## src/rtl/dzw_pkg.sv

```systemverilog
// Package dzw_pkg
// Shared helpers for the dead-zone width scan sequencer.
// Assumes the callers pass widths that can hold the clamp limits.
package dzw_pkg;

    // Clamp an integer into [lo, hi].
    function automatic int clamp_int(input int v, input int lo, input int hi);
        if (v < lo) return lo;
        if (v > hi) return hi;
        return v;
    endfunction

    // Number of bits needed to hold values 0..v.
    function automatic int bits_for(input int v);
        int b;
        b = 1;
        while ((1 << b) <= v) b++;
        return b;
    endfunction

endpackage

```

## src/rtl/dzw_cfg_latch.sv

```systemverilog
// Module dzw_cfg_latch
// Clamps the requested step count and hold length, and captures them
// only when load_i is high (the start of a period).
// Assumes STEP_MIN <= STEP_MAX < 2**NSEL_W.
module dzw_cfg_latch #(
    parameter int NSEL_W   = 4,
    parameter int HOLD_W   = 8,
    parameter int STEP_MIN = 4,
    parameter int STEP_MAX = 8
) (
    input  logic              clk,
    input  logic              rst_n,
    input  logic              load_i,
    input  logic [NSEL_W-1:0] n_raw_i,
    input  logic [HOLD_W-1:0] h_raw_i,
    output logic [NSEL_W-1:0] n_o,
    output logic [HOLD_W-1:0] h_o
);
    import dzw_pkg::*;

    localparam logic [NSEL_W-1:0] N_LO = NSEL_W'(STEP_MIN);
    localparam logic [NSEL_W-1:0] N_HI = NSEL_W'(STEP_MAX);
    localparam logic [HOLD_W-1:0] H_LO = HOLD_W'(1);

    logic [NSEL_W-1:0] n_cl;
    logic [HOLD_W-1:0] h_cl;

    // Clamp the raw requests into the legal ranges.
    always_comb begin
        n_cl = NSEL_W'(clamp_int(int'(n_raw_i), STEP_MIN, STEP_MAX));
        h_cl = (h_raw_i == '0) ? H_LO : h_raw_i;
    end

    // Shadow registers, updated only at a period boundary.
    always_ff @(posedge clk) begin
        if (!rst_n) begin
            n_o <= N_LO;
            h_o <= H_LO;
        end else if (load_i) begin
            n_o <= n_cl;
            h_o <= h_cl;
        end
    end

    assert_cfg_hold_R10: assert property (@(posedge clk) disable iff (!rst_n)
        !load_i |=> ($stable(n_o) && $stable(h_o)));
    assert_n_range_R8: assert property (@(posedge clk) disable iff (!rst_n)
        (n_o >= N_LO) && (n_o <= N_HI));
    assert_h_nonzero_R9: assert property (@(posedge clk) disable iff (!rst_n)
        h_o != '0);

endmodule

```

## src/rtl/dzw_hold_timer.sv

```systemverilog
// Module dzw_hold_timer
// Counts slow-clock cycles inside one step and flags the last cycle of
// the step. Assumes hold_i is at least 1 and is stable within a step.
module dzw_hold_timer #(
    parameter int HOLD_W = 8
) (
    input  logic              clk,
    input  logic              rst_n,
    input  logic              clr_i,
    input  logic              run_i,
    input  logic [HOLD_W-1:0] hold_i,
    output logic              expire_o
);
    logic [HOLD_W-1:0] hcnt_q;

    // Last cycle of the current step.
    always_comb expire_o = run_i && (hcnt_q == hold_i - HOLD_W'(1));

    // Cycle counter within a step; cleared at each step boundary.
    always_ff @(posedge clk) begin
        if (!rst_n || clr_i || !run_i || expire_o) hcnt_q <= '0;
        else                                       hcnt_q <= hcnt_q + HOLD_W'(1);
    end

    assert_hcnt_bound_R3: assert property (@(posedge clk) disable iff (!rst_n)
        run_i |-> (hcnt_q < hold_i));

endmodule

```

## src/rtl/dzw_step_ctr.sv

```systemverilog
// Module dzw_step_ctr
// Holds the run state and the step index. It starts at index 0 when
// enabled, advances when the hold timer expires, and wraps after
// index n_i-1. Assumes n_i is at least 1 and at most 2**CODE_W.
module dzw_step_ctr #(
    parameter int CODE_W = 3,
    parameter int NSEL_W = 4
) (
    input  logic              clk,
    input  logic              rst_n,
    input  logic              en_i,
    input  logic              expire_i,
    input  logic [NSEL_W-1:0] n_i,
    output logic              run_o,
    output logic [CODE_W-1:0] idx_o,
    output logic              start_o,
    output logic              wrap_o
);
    logic last;

    // Period boundary decode.
    always_comb begin
        last    = ({{(NSEL_W){1'b0}}, idx_o} == {{(CODE_W){1'b0}}, n_i - NSEL_W'(1)});
        start_o = en_i && !run_o;
        wrap_o  = en_i && expire_i && last;
    end

    // Run flag and step index.
    always_ff @(posedge clk) begin
        if (!rst_n || !en_i) begin
            run_o <= 1'b0;
            idx_o <= '0;
        end else if (start_o) begin
            run_o <= 1'b1;
            idx_o <= '0;
        end else if (expire_i) begin
            idx_o <= last ? '0 : idx_o + CODE_W'(1);
        end
    end

    assert_idx_below_n_R3: assert property (@(posedge clk) disable iff (!rst_n)
        run_o |-> ({{(NSEL_W){1'b0}}, idx_o} < {{(CODE_W){1'b0}}, n_i}));
    assert_wrap_to_zero_R3: assert property (@(posedge clk) disable iff (!rst_n)
        (wrap_o && en_i) |=> (idx_o == '0));

endmodule

```

## src/rtl/dzw_therm_enc.sv

```systemverilog
// Module dzw_therm_enc
// Expands the active step count into a thermometer word. Bit i is set
// when i < n_i. The word is forced to zero when en_i is low.
module dzw_therm_enc #(
    parameter int NSEL_W = 4,
    parameter int WIDTH  = 8
) (
    input  logic              en_i,
    input  logic [NSEL_W-1:0] n_i,
    output logic [WIDTH-1:0]  therm_o
);
    for (genvar i = 0; i < WIDTH; i++) begin : g_bit
        // One comparator per thermometer bit.
        assign therm_o[i] = en_i && (NSEL_W'(i) < n_i);
    end
endmodule

```

## src/rtl/dzw_scan_seq.sv

```systemverilog
// Module dzw_scan_seq
// Top of the dead-zone width scan sequencer. It ties the configuration
// shadow, the hold timer, the step counter and the thermometer encoder
// together, and registers the step and period strobes.
// Assumes a single slow clock domain and a synchronous active-low reset.
module dzw_scan_seq #(
    parameter int CODE_W   = 3,
    parameter int NSEL_W   = 4,
    parameter int HOLD_W   = 8,
    parameter int STEP_MIN = 4,
    parameter int STEP_MAX = 8
) (
    input  logic              clk,
    input  logic              rst_n,
    input  logic              scan_en,
    input  logic [NSEL_W-1:0] step_cnt_i,
    input  logic [HOLD_W-1:0] hold_len_i,
    output logic [CODE_W-1:0] phase_code_o,
    output logic [STEP_MAX-1:0] therm_o,
    output logic              code_valid_o,
    output logic              step_stb_o,
    output logic              period_stb_o
);
    logic [NSEL_W-1:0] n_act;
    logic [HOLD_W-1:0] h_act;
    logic              run, start, wrap, expire, load;
    logic [CODE_W-1:0] idx;

    // A period begins at the first enabled cycle or at a wrap.
    always_comb load = start || wrap;

    dzw_cfg_latch #(
        .NSEL_W(NSEL_W), .HOLD_W(HOLD_W),
        .STEP_MIN(STEP_MIN), .STEP_MAX(STEP_MAX)
    ) cfg_i (
        .clk(clk), .rst_n(rst_n), .load_i(load),
        .n_raw_i(step_cnt_i), .h_raw_i(hold_len_i),
        .n_o(n_act), .h_o(h_act)
    );

    dzw_hold_timer #(.HOLD_W(HOLD_W)) tmr_i (
        .clk(clk), .rst_n(rst_n), .clr_i(!scan_en), .run_i(run),
        .hold_i(h_act), .expire_o(expire)
    );

    dzw_step_ctr #(.CODE_W(CODE_W), .NSEL_W(NSEL_W)) ctr_i (
        .clk(clk), .rst_n(rst_n), .en_i(scan_en), .expire_i(expire),
        .n_i(n_act), .run_o(run), .idx_o(idx),
        .start_o(start), .wrap_o(wrap)
    );

    dzw_therm_enc #(.NSEL_W(NSEL_W), .WIDTH(STEP_MAX)) therm_i (
        .en_i(run), .n_i(n_act), .therm_o(therm_o)
    );

    // Registered strobes, aligned with the new code.
    always_ff @(posedge clk) begin
        if (!rst_n || !scan_en) begin
            step_stb_o   <= 1'b0;
            period_stb_o <= 1'b0;
        end else begin
            step_stb_o   <= start || expire;
            period_stb_o <= load;
        end
    end

    // Code and valid come straight from the run state.
    always_comb begin
        code_valid_o = run;
        phase_code_o = run ? idx : '0;
    end

    assert_off_quiet_R6: assert property (@(posedge clk) disable iff (!rst_n)
        !$past(scan_en) |-> (!code_valid_o && !step_stb_o && phase_code_o == '0));
    assert_period_in_step_R5: assert property (@(posedge clk) disable iff (!rst_n)
        period_stb_o |-> step_stb_o);
    assert_period_code_zero_R5: assert property (@(posedge clk) disable iff (!rst_n)
        period_stb_o |-> (phase_code_o == '0));
    assert_start_state_R2: assert property (@(posedge clk) disable iff (!rst_n)
        (scan_en && !code_valid_o) |=> (code_valid_o && period_stb_o));
    assert_therm_count_R7: assert property (@(posedge clk) disable iff (!rst_n)
        code_valid_o |-> ($countones(therm_o) == int'(n_act)));

endmodule

```

## config.mk

```make
export PLATFORM = sky130hd
export DESIGN_NAME = dzw_scan_seq
export DESIGN_NICKNAME = d
export VERILOG_FILES = /design/src/rtl/dzw_pkg.sv /design/src/rtl/dzw_cfg_latch.sv /design/src/rtl/dzw_hold_timer.sv /design/src/rtl/dzw_step_ctr.sv /design/src/rtl/dzw_therm_enc.sv /design/src/rtl/dzw_scan_seq.sv
export SDC_FILE = /design/constraint.sdc
export NUM_CORES = 1
export LEC_CHECK = 0
export ABC_AREA = 1
export CORE_ASPECT_RATIO = 1.75
export CORE_MARGIN = 1
export CORE_UTILIZATION = 35
export DETAILED_ROUTE_END_ITERATION = 7
export PLACE_DENSITY_LB_ADDON = 0.25
export SETUP_SLACK_MARGIN = 0.02
export SYNTH_ARGS = -nofsm -noshare
export SYNTH_HDL_FRONTEND = slang
export SYNTH_HIERARCHICAL = 1
export SYNTH_SLANG_ARGS = --single-unit
```

## constraint.sdc

```tcl
create_clock -name clk -period 2.3 [get_ports clk]
set_clock_uncertainty 0.2 [all_clocks]
set_input_delay 0.69 -clock clk [delete_from_list [all_inputs] [get_ports clk]]
set_output_delay 0.69 -clock clk [all_outputs]
set_load 0.05 [all_outputs]
```

Word level (Yosys, flattened, before mapping)
Cells that the tools add are included.
{"block": "word_totals", "reg_bits": 26, "out_inout_bits": 14}
{"block": "classes", "n_addsub": 4, "n_lt_le_gt_ge": 10, "n_eq_ne": 2, "n_mux": 10, "n_reduce_logical": 22}
{"cell": "< comparator 3 x 4 -> 1 bit, first input constant", "count": 4}
{"cell": "logical AND 1 bit", "count": 12}
{"cell": "2-to-1 mux 4 bit", "count": 3}
{"cell": "2-to-1 mux 3 bit", "count": 3}
{"cell": "adder 8 x 1 -> 8 bit, second input constant", "count": 1}
{"cell": "== test 8 bit", "count": 1}
{"cell": "zero test 8 bit", "count": 1}
{"cell": "< comparator 1 x 4 -> 1 bit, first input constant", "count": 2}
{"cell": "< comparator 2 x 4 -> 1 bit, first input constant", "count": 2}
{"cell": "2-to-1 mux 8 bit", "count": 1}
{"cell": "subtractor 8 x 1 -> 8 bit, second input constant", "count": 1}
{"cell": "logical OR 1 bit", "count": 5}
{"cell": "== test 3 x 4 -> 1 bit", "count": 1}
{"cell": "greater-than comparator 4 bit, second input constant", "count": 1}
{"cell": "< comparator 4 x 3 -> 1 bit, second input constant", "count": 1}
{"cell": "subtractor 4 x 1 -> 4 bit, second input constant", "count": 1}
{"cell": "adder 3 x 1 -> 3 bit, second input constant", "count": 1}
{"cell": "zero test 1 bit", "count": 3}
{"cell": "2-to-1 mux 1 bit", "count": 3}
{"cell": "OR reduction 2 bit", "count": 1}

Longest topological paths before layout
Gate-level depths: netlist of the first run.
{"block": "depth", "depth_word": 6, "ltp_mapped": 23}

Modules after synthesis
The synthesis of the first run kept the hierarchy.
{"module": "dzw_hold_timer", "instances": 1, "cells_per_inst": 104, "area_each_um2": 640.6, "seq_area_each_um2": 160.2}
{"module": "dzw_cfg_latch", "instances": 1, "cells_per_inst": 58, "area_each_um2": 447.9, "seq_area_each_um2": 240.2}
{"module": "dzw_step_ctr", "instances": 1, "cells_per_inst": 47, "area_each_um2": 292.8, "seq_area_each_um2": 80.1}
{"module": "dzw_scan_seq", "instances": 1, "cells_per_inst": 15, "area_each_um2": 88.8, "seq_area_each_um2": 40.0}
{"module": "dzw_therm_enc", "instances": 1, "cells_per_inst": 17, "area_each_um2": 71.3, "seq_area_each_um2": 0.0}

Worst setup path before layout of the first run
No wires, ideal clock.
{"block": "synth_path", "kind": "register to register", "from": "register ctr_i.run_o", "to": "register cfg_i.h_o[0]", "setup_time_ps": 115, "arrival_time_ps": 2299, "setup_slack_ps": -313, "stages_incl_launch_ff": 19, "n_path_buf": 1, "synth_period_minus_slack_ps": 2613, "cell_sequence": "dfxtp_1 > nand3_1 > nor2_1 > nand3_1 > nor2_1 > nand3_2 > inv_1 > nand2_1 > nor2_1 > nand2_1 > clkinv_1 > nand3_2 > nor2_1 > nor2_1 > inv_1 > inv_2 > buf_6 > a21oi_1 > nand2_1"}
{"block": "synth_between", "elab_chain_len": 4, "elab_cells_between_ends": 6, "cone_classes": "reduce/logical (6)"}
{"item": "start, declared", "line_no": "dzw_step_ctr.sv:14", "source": "output logic run_o,"}
{"item": "start signal, assigned", "line_no": "dzw_step_ctr.sv:31", "source": "run_o <= 1'b0;"}
{"item": "start signal, assigned", "line_no": "dzw_step_ctr.sv:34", "source": "run_o <= 1'b1;"}
{"item": "logical AND 1 bit", "line_no": "dzw_hold_timer.sv:17", "source": "always_comb expire_o = run_i && (hcnt_q == hold_i - HOLD_W'(1));"}
{"item": "net expire", "line_no": "dzw_scan_seq.sv:26", "source": "logic run, start, wrap, expire, load;"}
{"item": "logical AND 1 bit (2 in series)", "line_no": "dzw_step_ctr.sv:25", "source": "wrap_o = en_i && expire_i && last;"}
{"item": "net wrap", "line_no": "dzw_scan_seq.sv:26"}
{"item": "logical OR 1 bit", "line_no": "dzw_scan_seq.sv:30", "source": "always_comb load = start || wrap;"}
{"item": "net load", "line_no": "dzw_scan_seq.sv:26"}
{"item": "end signal, assigned", "line_no": "dzw_cfg_latch.sv:41", "source": "h_o <= h_cl;"}
{"item": "end, declared", "line_no": "dzw_cfg_latch.sv:17", "source": "output logic [HOLD_W-1:0] h_o"}
The timed path passes the listed nets, and every way through them passes these cells.
A chain may end at the register's enable or synchronous reset.

Final worst setup path of the first run
{"block": "layout_path", "from": "register cfg_i.h_o[0]", "to": "register cfg_i.h_o[0]"}
{"block": "layout_between", "elab_chain_len": 6}
{"item": "subtractor 8 x 1 -> 8 bit", "line_no": "dzw_hold_timer.sv:17"}
{"item": "== test 8 bit", "line_no": "dzw_hold_timer.sv:17"}
{"item": "logical AND 1 bit", "line_no": "dzw_hold_timer.sv:17"}
{"item": "net expire", "line_no": "dzw_scan_seq.sv:26"}
{"item": "logical AND 1 bit (2 in series)", "line_no": "dzw_step_ctr.sv:25"}
{"item": "net wrap", "line_no": "dzw_scan_seq.sv:26"}
{"item": "logical OR 1 bit", "line_no": "dzw_scan_seq.sv:30"}
{"item": "net load", "line_no": "dzw_scan_seq.sv:26"}
The timed path passes the listed nets, and every way through them passes these cells.

==> metrics.txt, run 1 <==
status=complete, but fails checks; failing checks=setup timing; Post-Syn Area=1540 sq um; DR vias=1,614; CP arrival=around 2.4 ns; Top FF cell, synth=dfxtp_1; slowest CP cell=dfxtp_2; sequential fraction of design power=42.6%; placed cell area=2110 sq um; first-pass GRT wire length=6.25 mm; Avg Inst Size Synth=6.40 sq um; nets=318; final core occ=56.3%; CP endpoint=cfg_i/h_o[0]; area grow syn2layout=52.9%; Max clock buf depth=2; Clock power frac=32.7%; switching share of power=27.6%; PD cells=486 nW/um^2; synthesized flop and latch total=26; Worst R2R Start=cfg_i/h_o[0]; area leader, netlist=dfxtp_1; yosys warns=6; Comb pwr share=24.7%; Die Y=89.8 um; GRT Residual Overflow=0; Leak=1.06 nW; Crit path top cell by count=nor2_1; antenna viol nets, final=0; Post-synth ARST share=0%; Setup Viol. Count Final=20; H-tree levels=1; Crit. End Element=flip-flop; Worst Tran Pin Value=0.363 ns; final WL=roughly 4 mm; sequential-to-total area share from yosys stat=33.8%; period utilisation layout=107%; gpl congestion=0.817; count of max-cap constraint violations=0; clk_lat worst skew=0.27 ns; Worst Path Max Fanout=7; largest net degree at the start of global routing=16; CP peak stage delay=0.35 ns; Avg WL per Cell=between 10 and 15 um; Final Non-Filler Cells=roughly 350; synth top area cells=dfxtp_1 34%, nand2_1 15%, nor2_1 12%; Root Driver=clkbuf_8; Worst-path clk slew=roughly 0.090 ns; Final Max Slew Viols=0; initial antenna violation count=0; syn nets=260; Fin Hold WS=between 0.3 and 0.4 ns; most instantiated library cell after synthesis=nand2_1; Setup crit start kind=flip-flop; drt first pass iters=4; worst path cell trace=inv_2 -> ha_4 -> xnor2_1 -> nor2_1 -> nand3_2 -> nor2_2 -> nand3_2 -> inv_2 -> nand2_1 -> nor2_1 -> nand2_1 -> clkinv_1 -> nand3_2 -> nor2_1 -> nor2_1 -> inv_2 -> clkinv_4 -> buf_6 -> a21oi_2 -> nand2_1; Final HPWL DP=3.07 mm; Crit Reg-Reg Endpoint=cfg_i/h_o[0]; CP Launch Point=cfg_i/h_o[0]; chip width=52.2 um; initial core utilization=a little under two fifths; Peak VDD IR=0.364 mV; Reg2Reg Setup Slack=-0.16 ns; Global Route Usage Sum=17.5%; site row count=31; Synth top area share=33.8%; ratio of cells with drive above 1 in the final layout=28.5%; placed cell count=331; core footprint=4190 sq um; ANT cells=0; CTS buffer count=3; clk sinks=26; Netlist cell types=23; min cycle time layout=2.46 ns; Post-Layout Inst Area=roughly 2400 sq um; # IOs=29; IO Port Bufs=28; net switching power=0.000316 W; TNS Setup=-1.53 ns; Req. time, crit path=2.27 ns; Final Hold Viols=0; max_slew headroom=75.7%; fillcell total=388; die area=4680 sq um; cells after synthesis=241; vias in the first global route=around 1,500; Iter 0 DRT Violations=24; Worst Reg-to-Reg Cells=20; Via density=4.65; FMAX=~0.41 GHz; Hold Path Class=reg2reg; CTS tree=built; fin worst setup slack=-0.159 ns; top cells by count, synth=62 x nand2_1, 51 x nor2_1, 31 x inv_1, 26 x dfxtp_1, 13 x nand3_1; Int Pwr=0.000829 W; CTS Hold Bufs=0; number of flops mapped to enable cells by yosys=0; kind of critical path=reg2reg; Post-route DRC=0; RSZ-0062 raised after global routing=yes
==> layout by cell type, fill, tap and decap left out, drive strengths merged <==
cell type and n:
a21oi 5, buf 41, bufinv 1, clkbuf 3
clkdlybuf4s50 14, clkinv 2, dfxtp 26, ha 4
inv 34, mux2i 1, nand2 65, nand3 16
nand3b 2, nor2 55, nor3 2, o21ai 14
xnor2 6, xor2 7
==> stage by stage <==
| stage | setup WS, ns | power, W |
|---|---|---|
| after floorplan | -0.0535 | 0.000641 |
| after detailed placement | -0.209 | 0.000748 |
| after global routing | -0.343 | 0.00121 |
| after CTS | -0.0830 | 0.00114 |
| after global placement | -0.140 | 0.000747 |
| final | -0.159 | 0.00115 |
==> worst min path at each step <==
stage                     from         endpoint  slack, ns  cells after the start
2_1_floorplan  tmr_i/hcnt_q[0]  tmr_i/hcnt_q[0]       0.24                      1
3_3_place_gp   tmr_i/hcnt_q[4]  tmr_i/hcnt_q[4]       0.33                      2
3_5_place_dp   tmr_i/hcnt_q[4]  tmr_i/hcnt_q[4]       0.34                      2
4_1_cts           cfg_i/h_o[1]     cfg_i/h_o[1]       0.34                      2
5_1_grt           cfg_i/h_o[7]     cfg_i/h_o[7]       0.37                      2
6_report          cfg_i/h_o[1]     cfg_i/h_o[1]       0.33                      2
==> flip-flops by register name, summed over array words and instances (netlist names) <==
signal,flops
cfg_i/h_o,8
ctr_i/run_o,1
cfg_i/n_o,4
period_stb_o,1
ctr_i/idx_o,3
tmr_i/hcnt_q,8
step_stb_o,1
==> power groups by stage <==
| stage | Clock, W | Combinational [W] | Sequential (W) |
|---|---|---|---|
| after global routing | 0.000410 | 0.000307 | 0.000491 |
| after CTS | 0.000392 | 0.000262 | 0.000488 |
| after floorplan | 0 | 0.000137 | 0.000504 |
| after global placement | 0 | 0.000249 | 0.000498 |
| after detailed placement | 0 | 0.000250 | 0.000497 |
| final | 0.000375 | 0.000283 | 0.000488 |
==> area by class of cell <==
class / instances / area (sq um) / area share [%]
Clock buffer: 3 / 41.3 / 1.75
Clock inverter: 1 / 30.0 / 1.27
Inverter: 36 / 140 / 5.94
Multi-Input combinational cell: 177 / 967 / 41.0
Sequential cell: 26 / 524 / 22.2
Tap cell: 49 / 61.3 / 2.60
Timing Repair Buffer: 55 / 593 / 25.2
==> routing by layer <==
metal  routed length (um)  vias to the layer above  track usage, %  share of wire, %
met4                   69                        0            5.92               1.7
met1                 1480                      729            16.7                37
met3                  111                        6            1.02               2.8
li1                     -                      846               -                 -
met2                 2340                       33            35.8                59
met5                    0                        -               0                 0
==> timing repair <==
| item | 4_1_cts | 5_1_grt |
|---|---|---|
| resized for setup | 7 | 23 |
| pin swaps | 2 | 9 |
| buffers inserted | 7 | 5 |
| endpoints found under the setup margin | 12 | 24 |
==> critical path, delay by kind of cell, from the launching register on <==
kind / cells / cell delay [ns]
DFF: 1 / 0.35
AOI/OAI and AO/OA: 1 / 0.10
and+or+nand+nor: 11 / 0.87
xor gates and xnor gates: 1 / 0.11
buffers and inverters: 6 / 0.50
adders and majority gates: 1 / 0.23
==> cell families after synthesis <==
family	after synthesis	share of synthesized area, %
xor gates and xnor gates	13	7.39
DFF	26	33.8
AOI/OAI and AO/OA	19	6.17
muxes	1	0.649
adders and majority gates	4	3.25
and+or+nand+nor	140	38.8
buffers and inverters	38	9.98
Note: power is estimated with default switching activity, not from simulation.
==> inputs of run 2 (changes only) <==
Settings changed: GPL_ROUTABILITY_DRIVEN set to 0.
==> results of run 2 <==
The final DEF is identical to that of run 1; final timing and power are the same.
